## src/rtl/swc_pkg.sv

```systemverilog
package swc_pkg;
  // fraction bits of the fixed-point log2 result
  localparam int FB = 8;
  // mantissa bits used to index the fraction table
  localparam int LB = 6;

  // fractional part of log2(1 + idx/2^LB), truncated to FB bits,
  // computed by repeated squaring in Q16
  function automatic logic [FB-1:0] frac_log2(input int idx);
    longint v;
    logic [FB-1:0] r;
    v = longint'((1 << LB) + idx) << (16 - LB);
    r = '0;
    for (int b = FB - 1; b >= 0; b--) begin
      v = (v * v) >>> 16;
      if (v >= 64'sd131072) begin
        r[b] = 1'b1;
        v = v >>> 1;
      end
    end
    return r;
  endfunction
endpackage

```

## src/rtl/swc_log2.sv

```systemverilog
module swc_log2 #(
  parameter int IW = 8
) (
  input  logic [IW-1:0]                     x,
  output logic [$clog2(IW)+swc_pkg::FB-1:0] y
);
  localparam int SW = $clog2(IW);
  localparam int LB = swc_pkg::LB;
  localparam int FB = swc_pkg::FB;
  localparam int NE = 1 << LB;

  logic [FB-1:0]    lut [NE];
  logic [SW-1:0]    msb;
  logic [SW-1:0]    sh;
  logic [IW+LB-1:0] ext;
  logic [LB-1:0]    idx;

  for (genvar g = 0; g < NE; g++) begin : g_lut
    assign lut[g] = swc_pkg::frac_log2(g);
  end

  always_comb begin
    msb = '0;
    for (int i = 0; i < IW; i++) begin
      if (x[i]) msb = SW'(i);
    end
    sh  = SW'(IW - 1) - msb;
    ext = {x, {LB{1'b0}}} << sh;
    idx = ext[IW+LB-2 -: LB];
    y   = {msb, lut[idx]};
  end
endmodule

```

## src/rtl/swc_fail_window.sv

```systemverilog
module swc_fail_window #(
  parameter int WIN_LOG2 = 10,
  parameter int CW       = WIN_LOG2 + 1
) (
  input  logic          clk,
  input  logic          rst_n,
  input  logic          fail_t1,
  input  logic          fail_t2,
  output logic          win_end,
  output logic [CW-1:0] snap_c1,
  output logic [CW-1:0] snap_c2
);
  logic [WIN_LOG2-1:0] win_q, win_d;
  logic [CW-1:0]       cnt1_q, cnt1_d, cnt2_q, cnt2_d;
  logic [CW-1:0]       tot1, tot2;

  assign win_end = &win_q;

  always_comb begin
    win_d = win_q + 1'b1;
    tot1  = cnt1_q + CW'(fail_t1);
    tot2  = cnt2_q + CW'(fail_t2);
    if (win_end) begin
      cnt1_d = '0;
      cnt2_d = '0;
    end else begin
      cnt1_d = tot1;
      cnt2_d = tot2;
    end
  end

  always_ff @(posedge clk or negedge rst_n) begin
    if (!rst_n) begin
      win_q   <= '0;
      cnt1_q  <= '0;
      cnt2_q  <= '0;
      snap_c1 <= '0;
      snap_c2 <= '0;
    end else begin
      win_q  <= win_d;
      cnt1_q <= cnt1_d;
      cnt2_q <= cnt2_d;
      if (win_end) begin
        snap_c1 <= tot1;
        snap_c2 <= tot2;
      end
    end
  end
endmodule

```

## src/rtl/swc_wait_select.sv

```systemverilog
module swc_wait_select #(
  parameter int N_TAPS   = 8,
  parameter int T1       = 1,
  parameter int T2       = 2,
  parameter int WIN_LOG2 = 10,
  parameter int CW       = WIN_LOG2 + 1,
  parameter int RW       = 32,
  parameter int TAPW     = $clog2(N_TAPS)
) (
  input  logic [CW-1:0]   c1,
  input  logic [CW-1:0]   c2,
  input  logic [RW-1:0]   mtbf_req,
  output logic [TAPW-1:0] sel_code,
  output logic            sel_ok
);
  localparam int FB  = swc_pkg::FB;
  localparam int DT  = T2 - T1;
  localparam int LWC = $clog2(CW) + FB;
  localparam int LWR = $clog2(RW) + FB;

  logic [LWC-1:0]    lc1, lc2;
  logic [LWR-1:0]    lrq;
  int                base, slope, target;
  logic [N_TAPS-1:0] meet;

  swc_log2 #(.IW(CW)) i_log_c1 (.x(c1),       .y(lc1));
  swc_log2 #(.IW(CW)) i_log_c2 (.x(c2),       .y(lc2));
  swc_log2 #(.IW(RW)) i_log_rq (.x(mtbf_req), .y(lrq));

  always_comb begin
    base   = DT * ((WIN_LOG2 << FB) - int'(lc1));
    slope  = int'(lc1) - int'(lc2);
    target = DT * int'(lrq);
  end

  for (genvar g = 0; g < N_TAPS; g++) begin : g_tap
    localparam int OFS = g + 1 - T1;
    assign meet[g] = (base + OFS * slope) >= target;
  end

  always_comb begin
    sel_code = TAPW'(N_TAPS - 1);
    for (int i = N_TAPS - 1; i >= 0; i--) begin
      if (meet[i]) sel_code = TAPW'(i);
    end
    sel_ok = (c2 != '0) && (c1 > c2);
  end
endmodule

```

## src/rtl/swc_sync_chain.sv

```systemverilog
module swc_sync_chain #(
  parameter int DEPTH = 8,
  parameter int SELW  = $clog2(DEPTH)
) (
  input  logic            clk,
  input  logic            rst_n,
  input  logic            d,
  input  logic [SELW-1:0] sel,
  output logic            q
);
  logic [DEPTH-1:0] stage_q, stage_d;

  always_comb begin
    stage_d = {stage_q[DEPTH-2:0], d};
    q       = stage_q[sel];
  end

  always_ff @(posedge clk or negedge rst_n) begin
    if (!rst_n) stage_q <= '0;
    else        stage_q <= stage_d;
  end
endmodule

```

## src/rtl/sync_wait_ctrl.sv

```systemverilog
module sync_wait_ctrl #(
  parameter int N_TAPS   = 8,
  parameter int T1       = 1,
  parameter int T2       = 2,
  parameter int WIN_LOG2 = 10,
  parameter int RW       = 32,
  parameter int DEF_LEN  = 2
) (
  input  logic                      clk,
  input  logic                      rst_n,
  input  logic                      async_in,
  input  logic                      fail_t1,
  input  logic                      fail_t2,
  input  logic [RW-1:0]             mtbf_req,
  output logic                      sync_out,
  output logic                      sync_valid,
  output logic [$clog2(N_TAPS)-1:0] wait_code
);
  localparam int TAPW = $clog2(N_TAPS);
  localparam int CW   = WIN_LOG2 + 1;

  logic            win_end;
  logic [CW-1:0]   snap_c1, snap_c2;
  logic [TAPW-1:0] sel_code;
  logic            sel_ok;
  logic [TAPW-1:0] pend_code_q;
  logic            pend_ok_q;
  logic [TAPW-1:0] wait_q, wait_d;
  logic            blank_q, blank_d;

  swc_fail_window #(.WIN_LOG2(WIN_LOG2), .CW(CW)) i_window (
    .clk(clk), .rst_n(rst_n), .fail_t1(fail_t1), .fail_t2(fail_t2),
    .win_end(win_end), .snap_c1(snap_c1), .snap_c2(snap_c2)
  );

  swc_wait_select #(
    .N_TAPS(N_TAPS), .T1(T1), .T2(T2), .WIN_LOG2(WIN_LOG2),
    .CW(CW), .RW(RW), .TAPW(TAPW)
  ) i_select (
    .c1(snap_c1), .c2(snap_c2), .mtbf_req(mtbf_req),
    .sel_code(sel_code), .sel_ok(sel_ok)
  );

  swc_sync_chain #(.DEPTH(N_TAPS), .SELW(TAPW)) i_chain (
    .clk(clk), .rst_n(rst_n), .d(async_in), .sel(wait_q), .q(sync_out)
  );

  always_comb begin
    wait_d  = wait_q;
    blank_d = 1'b0;
    if (win_end && pend_ok_q && (pend_code_q != wait_q)) begin
      wait_d  = pend_code_q;
      blank_d = 1'b1;
    end
  end

  always_ff @(posedge clk or negedge rst_n) begin
    if (!rst_n) begin
      pend_code_q <= TAPW'(DEF_LEN - 1);
      pend_ok_q   <= 1'b0;
      wait_q      <= TAPW'(DEF_LEN - 1);
      blank_q     <= 1'b0;
    end else begin
      pend_code_q <= sel_code;
      pend_ok_q   <= sel_ok;
      wait_q      <= wait_d;
      blank_q     <= blank_d;
    end
  end

  assign wait_code  = wait_q;
  assign sync_valid = ~blank_q;
endmodule

```

## config.mk

```make
export PLATFORM = sky130hd
export DESIGN_NAME = sync_wait_ctrl
export DESIGN_NICKNAME = d
export VERILOG_FILES = /design/src/rtl/swc_pkg.sv /design/src/rtl/swc_log2.sv /design/src/rtl/swc_fail_window.sv /design/src/rtl/swc_wait_select.sv /design/src/rtl/swc_sync_chain.sv /design/src/rtl/sync_wait_ctrl.sv
export SDC_FILE = /design/constraint.sdc
export NUM_CORES = 1
export LEC_CHECK = 0
export ABC_AREA = 0
export BUFFER_PORTS_ARGS = -buffer_cell sky130_fd_sc_hd__buf_2
export CORE_UTILIZATION = 66
export DETAILED_ROUTE_END_ITERATION = 10
export PLACE_DENSITY_LB_ADDON = 0.2
export SLEW_MARGIN = 5
export SYNTH_ARGS = -nofsm -noshare
export SYNTH_HDL_FRONTEND = slang
export SYNTH_SLANG_ARGS = --single-unit
```

## constraint.sdc

```tcl
create_clock -name clk -period 14.8 [get_ports clk]
set_clock_uncertainty 0.05 [all_clocks]
set_input_delay 1.48 -clock clk [delete_from_list [all_inputs] [get_ports clk]]
set_output_delay 1.48 -clock clk [all_outputs]
set_load 0.01 [all_outputs]
```

======== Yosys cells after proc, flatten, opt, wreduce, memory -nomap -nowiden ========
Memory sizes are Yosys's and may differ from the RTL's.
Index checks and enable logic that the tools add are counted.
word-level totals
  flip-flop bits (word level) ............. 70
  bits in latches ......................... 0
  memory bits (writable) .................. 0
  memory bits (read-only) ................. 1,536
  output and inout port bits .............. 5
  logic and storage cells ................. 124
  memories ................................ 3
operators by class
  add/subtract/negate cells ............... 14
  $mul .................................... 3
  divide/modulo/power cells ............... 0
  order comparisons ....................... 12
  equality and inequality tests ........... 1
  shift operators ......................... 3
  mux-type cells .......................... 69
  bitwise operators ....................... 4
  reductions and logical operators ........ 5
memory list
  name              depth  width  rd ports  clocked after memory_dff  wr ports  line            text
  (name not given)  64     8      1         0                         0         swc_log2.sv:30  y = {msb, lut[idx]};
  (name not given)  64     8      1         0                         0         swc_log2.sv:30
  (name not given)  64     8      1         0                         0         swc_log2.sv:30
operators with widths
  kind                      count
  $ge A32 B14 Y1            7
  $add A32 B32 Y32          6
  $mux W5                   30
  $mux W4                   18
  $mux W8                   6
  $shl A38 B5 Y37           1
  $shl A17 B4 Y16           2
  $mul A3 B32 Y31 const A   1
  $mul A3 B32 Y32 const A   1
  $mul A4 B32 Y32 const A   1
  $add A11 B1 Y11           2
  $mux W11                  2
  $ge A7 B7 Y1 const B      3
  $not A6 Y7                3
  $sub A12 B12 Y13          1
  $sub A12 B12 Y13 const A  1
  $mux W3                   4
  $gt A11 B11 Y1            1
  $reduce_bool A11 Y1       1
  $add A10 B1 Y10 const B   1
  $reduce_and A10 Y1        1
  $sub A4 B4 Y4 const A     2
  $mux W1                   6
  $sub A5 B5 Y5 const A     1
  other kinds (6)           9

======== Logic depth before layout (Yosys ltp) ========
Gate-level depths: netlist of the first run.
  word-level depth ........................ 45
  depth in mapped cells ................... 59
  gate-level depth less buffers ........... 58

======== Cells and area by module ========
Synthesis of the first run repeated with hierarchy kept, for this count alone.
second synthesis, totals
  cell total of the unflattened synthesis .. 2,078
  area total of the unflattened synthesis .. 16,622.2 sq um
by module, submodules not included
  module                        times used  cells each  area an instance (sq um)  seq. area each (sq um)
  swc_wait_select               1           1,039       8,045.2                   0.0
  swc_log2 (i_select.i_log_rq)  1           381         2,677.6                   0.0
  swc_fail_window               1           205         2,379.8                   1,351.3
  swc_log2 (i_select.i_log_c1)  1           215         1,506.4                   0.0
  swc_log2 (i_select.i_log_c2)  1           210         1,458.9                   0.0
  sync_wait_ctrl                1           17          290.3                     202.7
  swc_sync_chain                1           11          264.0                     200.2

======== Least setup slack after synthesis of the first run ========
OpenSTA, ideal clock, no wires.
  kind .................................... register to register
  start ................................... register i_window.snap_c1[4]
  end ..................................... register pend_code_q[0]
  library setup time ...................... 64 ps
  data arrival time ....................... 10,817 ps
  required time ........................... 14,686 ps
  setup slack ............................. 3,870 ps
  cell stages (with the launch flop) ...... 57
  clock period less this slack ............ 10,930 ps
  cells stage by stage .................... dfrtp_1 -> buf_2 -> nor2b_1 -> a211oi_2 -> o21ai_0 -> and2_1 -> inv_1 -> ha_1 -> nor3_1 -> nor2_1 -> nor2_1 -> a221oi_2 -> inv_1 -> ha_1 -> inv_1 -> ha_1 -> nor2_1 -> a211oi_1 -> (+21 left out) -> a21o_1 -> nand2_1 -> ha_1 -> inv_1 -> ha_1 -> or3_1 -> or2_2 -> a31oi_1 -> o31a_1 -> o21ai_0 -> nor3_1 -> o21bai_1 -> a41oi_1 -> a21oi_1 -> or3_1 -> o311ai_0 -> nand3_1 -> nand3_1
on the way
  longest elaborated chain between the ends .. 24
RTL lines
  element                                     line                   text
  from (decl)                                 swc_fail_window.sv:10  output logic [CW-1:0] snap_c1,
  from (signal assigned)                      swc_fail_window.sv:44  snap_c1 <= tot1;
  $mux W4 (7 in a row)                        swc_log2.sv:25         if (x[i]) msb = SW'(i);
  $sub A4 B4 Y4                               swc_log2.sv:27         sh = SW'(IW - 1) - msb;
  $shl A17 B4 Y16                             swc_log2.sv:28         ext = {x, {LB{1'b0}}} << sh;
  $not A6 Y7 (not written as such)            swc_log2.sv:30
  $mem_v2 Z64 W8                              -
  $mux W8 (not written as such) (2 in a row)  swc_log2.sv:30
  $sub A12 B12 Y13                            swc_wait_select.sv:32  slope = int'(lc1) - int'(lc2);
  $mul A3 B32 Y31                             swc_wait_select.sv:38  assign meet[g] = (base + OFS * slope) >= target;
  $add A32 B32 Y32                            swc_wait_select.sv:38
  $ge A32 B14 Y1                              swc_wait_select.sv:38
  $mux W1                                     swc_wait_select.sv:44  if (meet[i]) sel_code = TAPW'(i);
  $mux W2 (2 in a row)                        swc_wait_select.sv:44
  $mux W3 (3 in a row)                        swc_wait_select.sv:44
  $mux W3 (*)                                 swc_wait_select.sv:44
  named net i_select.sel_code[0]              swc_wait_select.sv:13  output logic [TAPW-1:0] sel_code,
  to (signal assigned)                        sync_wait_ctrl.sv:59   pend_code_q <= TAPW'(DEF_LEN - 1);
  to (signal assigned)                        sync_wait_ctrl.sv:64   pend_code_q <= sel_code;
  to (decl)                                   sync_wait_ctrl.sv:26   logic [TAPW-1:0] pend_code_q;
The timed path passes the listed nets; every way through them passes the cells marked *. The select of a mux whose other input is x is not followed.
A chain may end at the register's enable or synchronous reset.

======== Final worst setup path of the first run ========
  start ................................... register i_window.snap_c1[5]
  end ..................................... register pend_code_q[0]
on the way
  longest elaborated chain between the ends .. 23
RTL lines
  element                                     line
  $mux W4 (6 in a row)                        swc_log2.sv:25
  $sub A4 B4 Y4                               swc_log2.sv:27
  $shl A17 B4 Y16                             swc_log2.sv:28
  $not A6 Y7 (not written as such)            swc_log2.sv:30
  $mem_v2 Z64 W8                              -
  $mux W8 (not written as such) (2 in a row)  swc_log2.sv:30
  $sub A12 B12 Y13                            swc_wait_select.sv:32
  $mul A3 B32 Y31                             swc_wait_select.sv:38
  $add A32 B32 Y32                            swc_wait_select.sv:38
  $ge A32 B14 Y1                              swc_wait_select.sv:38
  $mux W1                                     swc_wait_select.sv:44
  $mux W2 (2 in a row)                        swc_wait_select.sv:44
  $mux W3 (3 in a row)                        swc_wait_select.sv:44
  $mux W3 (*)                                 swc_wait_select.sv:44
  named net i_select.sel_code[0]              swc_wait_select.sv:13
Marked as above.

==> out/metrics.yaml, run 1 <==
status: "complete, no violations"
slew_headroom_pct: 28.7
diodes: 0
clock_latency_ps: 330
final_max_slew_viol_count: 0
post-place-ws_ps: 2150
dieArea_um2: 25700
cts_buffers: 9
tritoncts: "yes"
cts.repair.resized: 0
hold_buffers: 0
crit_path_end_kind: "register"
synth.distinct_cells: 99
setup_tns_ps: 0
synth_top_cell_area_share_pct: 19.6
wirelength_mm: 45.0
fin_ws_ps: 1990
critPathLaunch: "i_window.snap_c1[5]$_DFFE_PN0P_"
max_clock_freq_mhz: 78.1
cts_max_level: 3
synthFlopType: "dfrtp_1"
die_y_um: 160
drt_iter0_markers: 1619
dp.cells: 2518
ff2ff_path_depth: 55
leakagePower_nw: 8.33
post-route-min-period_ps: 12810
synth_seq_area_share_pct: 10.6
yosys.area.top_type: "ha_1"
grt_max_degree: 71
dieWidth_um: 160
grt_pass1_wl_mm: 74.4
rsz0062_at_grt: "false"
ys_ff_latch: 70
setup_viol: 0
async_flop_share_pct: 100
drtAntennaViolNets: 0
yosys-top-cells-area: "ha_1 (20%), dfrtp_1 (10%), a21oi_1 (5.5%)"
crit_required_ps: 15020
start_kind: "register"
cpMaxStageDelayCell: "xnor2_1"
cp_max_fo: 12
fin_cells: 2534
root_buffer: "clkbuf_16"
num_io_pins: 42
via_per_inst: 6.56
critPathMostFrequentCell: "a21o_1"
critical_path_class: "reg -> reg"
slowest_delay_ps: 630
hold_depth: 0
dr.pass1.iters: 7
grt.total_usage_pct: 34.5
hold-path-endpoint: "i_chain.stage_q[7]$_DFF_PN0_"
io_buffers: 41
gp_congestion: 0.964
r2r_end: "pend_code_q[0]$_DFF_PN1_"
path_clk_slew_ps: 50
avgSynthCellArea_um2: 7.52
route.vias.total: 16600
yosysWarnings: 0
grt.overflow.total: 0
netlist_area_um2: 16600
postCtsSetupBuffers: 0
drcViolationCount: 0
first_global_vias: 15900
final_nets: 2538
hpwl_mm: 35.0
cts_sinks: 70
hold_viol_final: 0
syn_inst: 2204
period_share_pct: 86.6
area_delta_synth_final_pct: 4.86
placementRows: 57
avgRoutedWirePerCell_um: 17.7
initial_core_util_pct: 67.7
drive_gt1_share_pct: 6.92
antenna_found_initial: 0
min_from: "i_chain.stage_q[6]$_DFF_PN0_"
cts.path.max_buffers: 2
arrival_ps: 13030
power_density_nw_per_um2: 38.6
worst_pin_slew_ps: 1060
synth_edf_count: 0
hold_class: "reg -> reg"
drv_cap: 0
fp.coreArea_um2: 24500
reg2reg_from: "i_window.snap_c1[5]$_DFFE_PN0P_"
ff2ff_setup_slack_ps: 1990
syn-num-nets: 2537
ir_drop_mv: 0.108
worst max path at each step:
stage / endpoint
2_1_floorplan: pend_code_q[0]$_DFF_PN1_
3_3_place_gp: pend_code_q[0]$_DFF_PN1_
3_5_place_dp: pend_code_q[0]$_DFF_PN1_
4_1_cts: pend_code_q[0]$_DFF_PN1_
5_1_grt: pend_code_q[0]$_DFF_PN1_
6_report: pend_code_q[0]$_DFF_PN1_
synth_stat cells, types with 7 or more instances:
| cell type | number |
|---|---|
| a2111oi_0 | 10 |
| a211o_1 | 8 |
| a211oi_1 | 35 |
| a21boi_0 | 11 |
| a21o_1 | 70 |
| a21oi_1 | 183 |
| a221oi_1 | 12 |
| a22oi_1 | 15 |
| a31oi_1 | 29 |
| a32oi_1 | 8 |
| and2_1 | 22 |
| and3_1 | 23 |
| buf_2 | 13 |
| clkbuf_1 | 59 |
| clkinv_1 | 7 |
| dfrtp_1 | 68 |
| fa_1 | 37 |
| ha_1 | 259 |
| inv_1 | 158 |
| maj3_1 | 7 |
| mux2_2 | 9 |
| mux2i_1 | 37 |
| nand2_1 | 169 |
| nand2b_1 | 33 |
| nand3_1 | 53 |
| nand4_1 | 20 |
| nor2_1 | 216 |
| nor2b_1 | 42 |
| nor3_1 | 53 |
| nor3b_1 | 8 |
| nor4_1 | 19 |
| o211ai_1 | 23 |
| o21a_1 | 20 |
| o21ai_0 | 117 |
| o21bai_1 | 19 |
| o221ai_1 | 8 |
| o22ai_1 | 10 |
| o311ai_0 | 7 |
| o31ai_1 | 16 |
| or2_2 | 12 |
| or3_1 | 16 |
| xnor2_1 | 98 |
| xor2_1 | 44 |
area by class of cell:
class / count / area [um^2]
Fill cell: 1991 / 7090
Timing Repair Buffer: 68 / 408
Sequential cell: 70 / 1750
Tap cell: 324 / 405
Clock buffer: 11 / 253
Multi-Input combinational cell: 1885 / 13900
Inverter: 171 / 642
Clock inverter: 5 / 33.8
worst max-delay path, delay by kind of cell, from the launching register on:
| family | cells | cell delay (ps) |
|---|---|---|
| simple gates | 16 | 3110 |
| xor+xnor | 2 | 1030 |
| compound gates | 23 | 4960 |
| flops | 1 | 580 |
| fa+ha+maj | 7 | 1780 |
| buf+inv | 7 | 1260 |
routing by layer:
metal,track usage [%],share of wire (%),vias to the layer above
li1,-,-,8023
met1,42.1,42,7815
met2,63.5,49,658
met3,2.87,5.4,122
met4,11.0,2.9,0
met5,0,0,-
sequential cells by signal, summed over array words and instances (netlist names):
register and flops:
i_window.cnt2_q 11, i_window.win_q 10, i_chain.stage_q 8, pend_ok_q 1, i_window.cnt1_q 11, blank_q 1, i_window.snap_c1 11, i_window.snap_c2 11
wait_code 3, pend_code_q 3
per-stage QoR:
step | hold WS (ps) | total power [mW] | utilization, % | cell area (um^2)
after floorplan | 299 | 0.388 | - | 16600
after CTS | 330 | 0.667 | 71.0 | 17400
after global routing | 338 | 0.707 | 71.0 | 17400
after detailed placement | 311 | 0.465 | 69.8 | 17100
after global placement | 303 | 0.457 | 69.8 | 17100
final | 326 | 0.670 | 71.0 | 17400
kinds of logic after synthesis:
logic type / synth area share [%]
simple gates: 20.5
compound gates: 27.1
buf+inv: 5.81
mux: 3.59
fa+ha+maj: 24.7
flops: 10.6
xor+xnor: 7.80
cell usage in the layout, fill, tap and decap left out, types with 68 or more instances in the layout:
cell type / netlist / final
dfrtp_1: 68 / 68
inv_1: 158 / 158
nor2_1: 216 / 216
o21ai_0: 117 / 116
ha_1: 259 / 259
a21o_1: 70 / 70
a21oi_1: 183 / 183
xnor2_1: 98 / 98
nand2_1: 169 / 169
where the power goes:
| part | leakage [nW] | total, mW | internal, mW | switching (mW) |
|---|---|---|---|---|
| registers | 0.800 | 0.228 | 0.211 | 0.0171 |
| logic | 7.40 | 0.242 | 0.0927 | 0.150 |
| clock network | 0.138 | 0.199 | 0.122 | 0.0771 |
| total | 8.33 | 0.670 | 0.426 | 0.244 |
(Power assumes the default switching activity.)
==> run 2: changes to the inputs <==
- HOLD_SLACK_MARGIN: unset -> 0.12
- PLACE_DENSITY: unset -> 0.84
- PLACE_DENSITY_LB_ADDON: 0.2 -> unset
==> out/metrics.yaml, run 2 (synthesized netlist as in run 1, its figures left out) <==
path_clk_slew_ps: 60  # was 50 ps
final_nets: 2540  # was 2538
cts.repair.resized: 0  # unchanged
grt_use_met2_pct: 61.5  # was 63.5%
root_buffer: "clkbuf_16"  # unchanged
route.vias.total: 16500  # was 16600
ff2ff_path_depth: 53  # was 55
post-route-min-period_ps: 12720  # was 12810 ps
drive_gt1_share_pct: 6.92  # about the same
die_y_um: 160  # unchanged
layout_commonest_cell: "ha_1"  # unchanged
critPathLaunch: "i_window.snap_c2[2]$_DFFE_PN0P_"  # was i_window.snap_c1[5]$_DFFE_PN0P_
cpMaxStageDelayCell: "mux2i_1"  # was xnor2_1
drtAntennaViolNets: 0  # unchanged
cts_max_level: 3  # unchanged
min_from: "i_chain.stage_q[6]$_DFF_PN0_"  # unchanged
slew_headroom_pct: 34.5  # was 28.7%
arrival_ps: 12930  # was 13030 ps
use_met1_pct: 41.5  # was 42.1%
cts_sinks: 70  # unchanged
reg2reg_from: "i_window.snap_c2[2]$_DFFE_PN0P_"  # was i_window.snap_c1[5]$_DFFE_PN0P_
hold_viol_final: 0  # unchanged
tritoncts: "yes"  # unchanged
grt.busiest_layer: "met2"  # unchanged
drt_iter0_markers: 1420  # was 1619
grt_pass1_wl_mm: 73.8  # was 74.4 mm
cts_buffers: 9  # unchanged
clock_latency_ps: 320  # was 330 ps
avgRoutedWirePerCell_um: 17.5  # was 17.7 um
critical_path_class: "reg -> reg"  # unchanged
cp_max_fo: 11  # was 12
post-place-ws_ps: 2330  # was 2150 ps
area_delta_synth_final_pct: 4.98  # was 4.86%
hpwl_mm: 34.7  # was 35.0 mm
drv_cap: 0  # unchanged
grt_max_degree: 71  # unchanged
wirelength_mm: 44.4  # was 45.0 mm
period_share_pct: 85.9  # was 86.6%
dieArea_um2: 25700  # unchanged
fp.coreArea_um2: 24500  # unchanged
grt.overflow.total: 0  # unchanged
drcViolationCount: 0  # unchanged
rsz0062_at_grt: "false"  # unchanged
placementRows: 57  # unchanged
first_global_vias: 16000  # was 15900
io_buffers: 41  # unchanged
critPathMostFrequentCell: "a21o_1"  # unchanged
max_clock_freq_mhz: 78.6  # was 78.1 MHz
initial_core_util_pct: 67.7  # unchanged
grt.total_usage_pct: 33.9  # was 34.5%
gp_congestion: 0.983  # was 0.964
antenna_found_initial: 0  # unchanged
fin_cells: 2536  # was 2534
leakagePower_nw: 8.35  # was 8.33 nW
power_density_nw_per_um2: 38.6  # about the same
use_met3_pct: 3.31  # was 2.87%
crit_path_end_kind: "register"  # unchanged
hold_depth: 0  # unchanged
setup_viol: 0  # unchanged
crit_required_ps: 15010  # was 15020 ps
diodes: 0  # unchanged
postCtsSetupBuffers: 0  # unchanged
dp.cells: 2520  # was 2518
hold_buffers: 0  # unchanged
dr.pass1.iters: 5  # was 7
status: "complete, no violations"  # unchanged
setup_tns_ps: 0  # unchanged
slowest_delay_ps: 810  # was 630 ps
worst_pin_slew_ps: 979  # was 1060 ps
via_per_inst: 6.51  # was 6.56
final_max_slew_viol_count: 0  # unchanged
start_kind: "register"  # unchanged
final_cell_mix: "ha_1 (259), nor2_1 (216), a21oi_1 (183)"  # unchanged
fin_ws_ps: 2080  # was 1990 ps
ir_drop_mv: 0.111  # was 0.108 mV
total_power_mw: 0.672  # was 0.670 mW
cts.path.max_buffers: 2  # unchanged
hold_class: "reg -> reg"  # unchanged
num_io_pins: 42  # unchanged
dieWidth_um: 160  # unchanged
run 2: changes by cell type in the layout (fill, tap and decap cells not counted):
cell        previous run  this run
clkinv_4               1         2
clkbuf_8               2         0
clkinvlp_4             2         1
clkbuf_1               0         2
buf_4                 27        29
clkinv_2               2         1
bufinv_16              0         1
run 2: final timing paths:
check,to,slack [ps]
setup / recovery,pend_code_q[0]$_DFF_PN1_,2080
hold / removal,i_chain.stage_q[7]$_DFF_PN0_,320
setup reg to reg,pend_code_q[0]$_DFF_PN1_,2080
hold reg to reg,i_chain.stage_q[7]$_DFF_PN0_,320
max in group asynchronous,i_window.snap_c1[5]$_DFFE_PN0P_,12860
min in group asynchronous,blank_q$_DFF_PN0_,1290
run 2: area by class of cell:
| cell class | count | area (um^2) |
|---|---|---|
| multi-input combinational | 1885 | 13900 |
| fill | 1990 | 7070 |
| sequential | 70 | 1750 |
| inverter | 171 | 642 |
| timing repair buffer | 70 | 423 |
| tap | 324 | 405 |
| clock buffer | 11 | 233 |
| clock inverter | 5 | 60.1 |
run 2: routing by layer:
metal | vias to the layer above | share of wire (%)
li1 | 8021 | -
met1 | 7776 | 42
met2 | 604 | 50
met3 | 121 | 5.1
met4 | 0 | 3.0
met5 | - | 0
run 2: metrics by stage:
stage	util, %	cell area, um^2	hold slack (ps)
after floorplan	-	16600	299
after global placement	69.9	17100	306
after detailed placement	69.9	17100	311
after CTS	71.1	17400	322
after global routing	71.1	17400	331
final	71.1	17400	319
run 2: worst max-delay path, delay by kind of cell, from the launching register on:
kind	cells	cell delay [ps]
AO/OA/AOI/OAI	23	4410
AND/OR/NAND/NOR	16	2820
XOR/XNOR	3	1630
adder cells (fa/ha/maj)	4	1260
multiplexers	2	1060
buffers and inverters	5	1000
flip-flops	1	390
run 2: power breakdown:
part           total [mW]  leakage [nW]  switching (mW)  internal [mW]
Combinational       0.238          7.41           0.146         0.0921
Sequential          0.228         0.800          0.0165          0.211
Clock               0.206         0.140          0.0757          0.131
Total               0.672          8.35           0.238          0.434
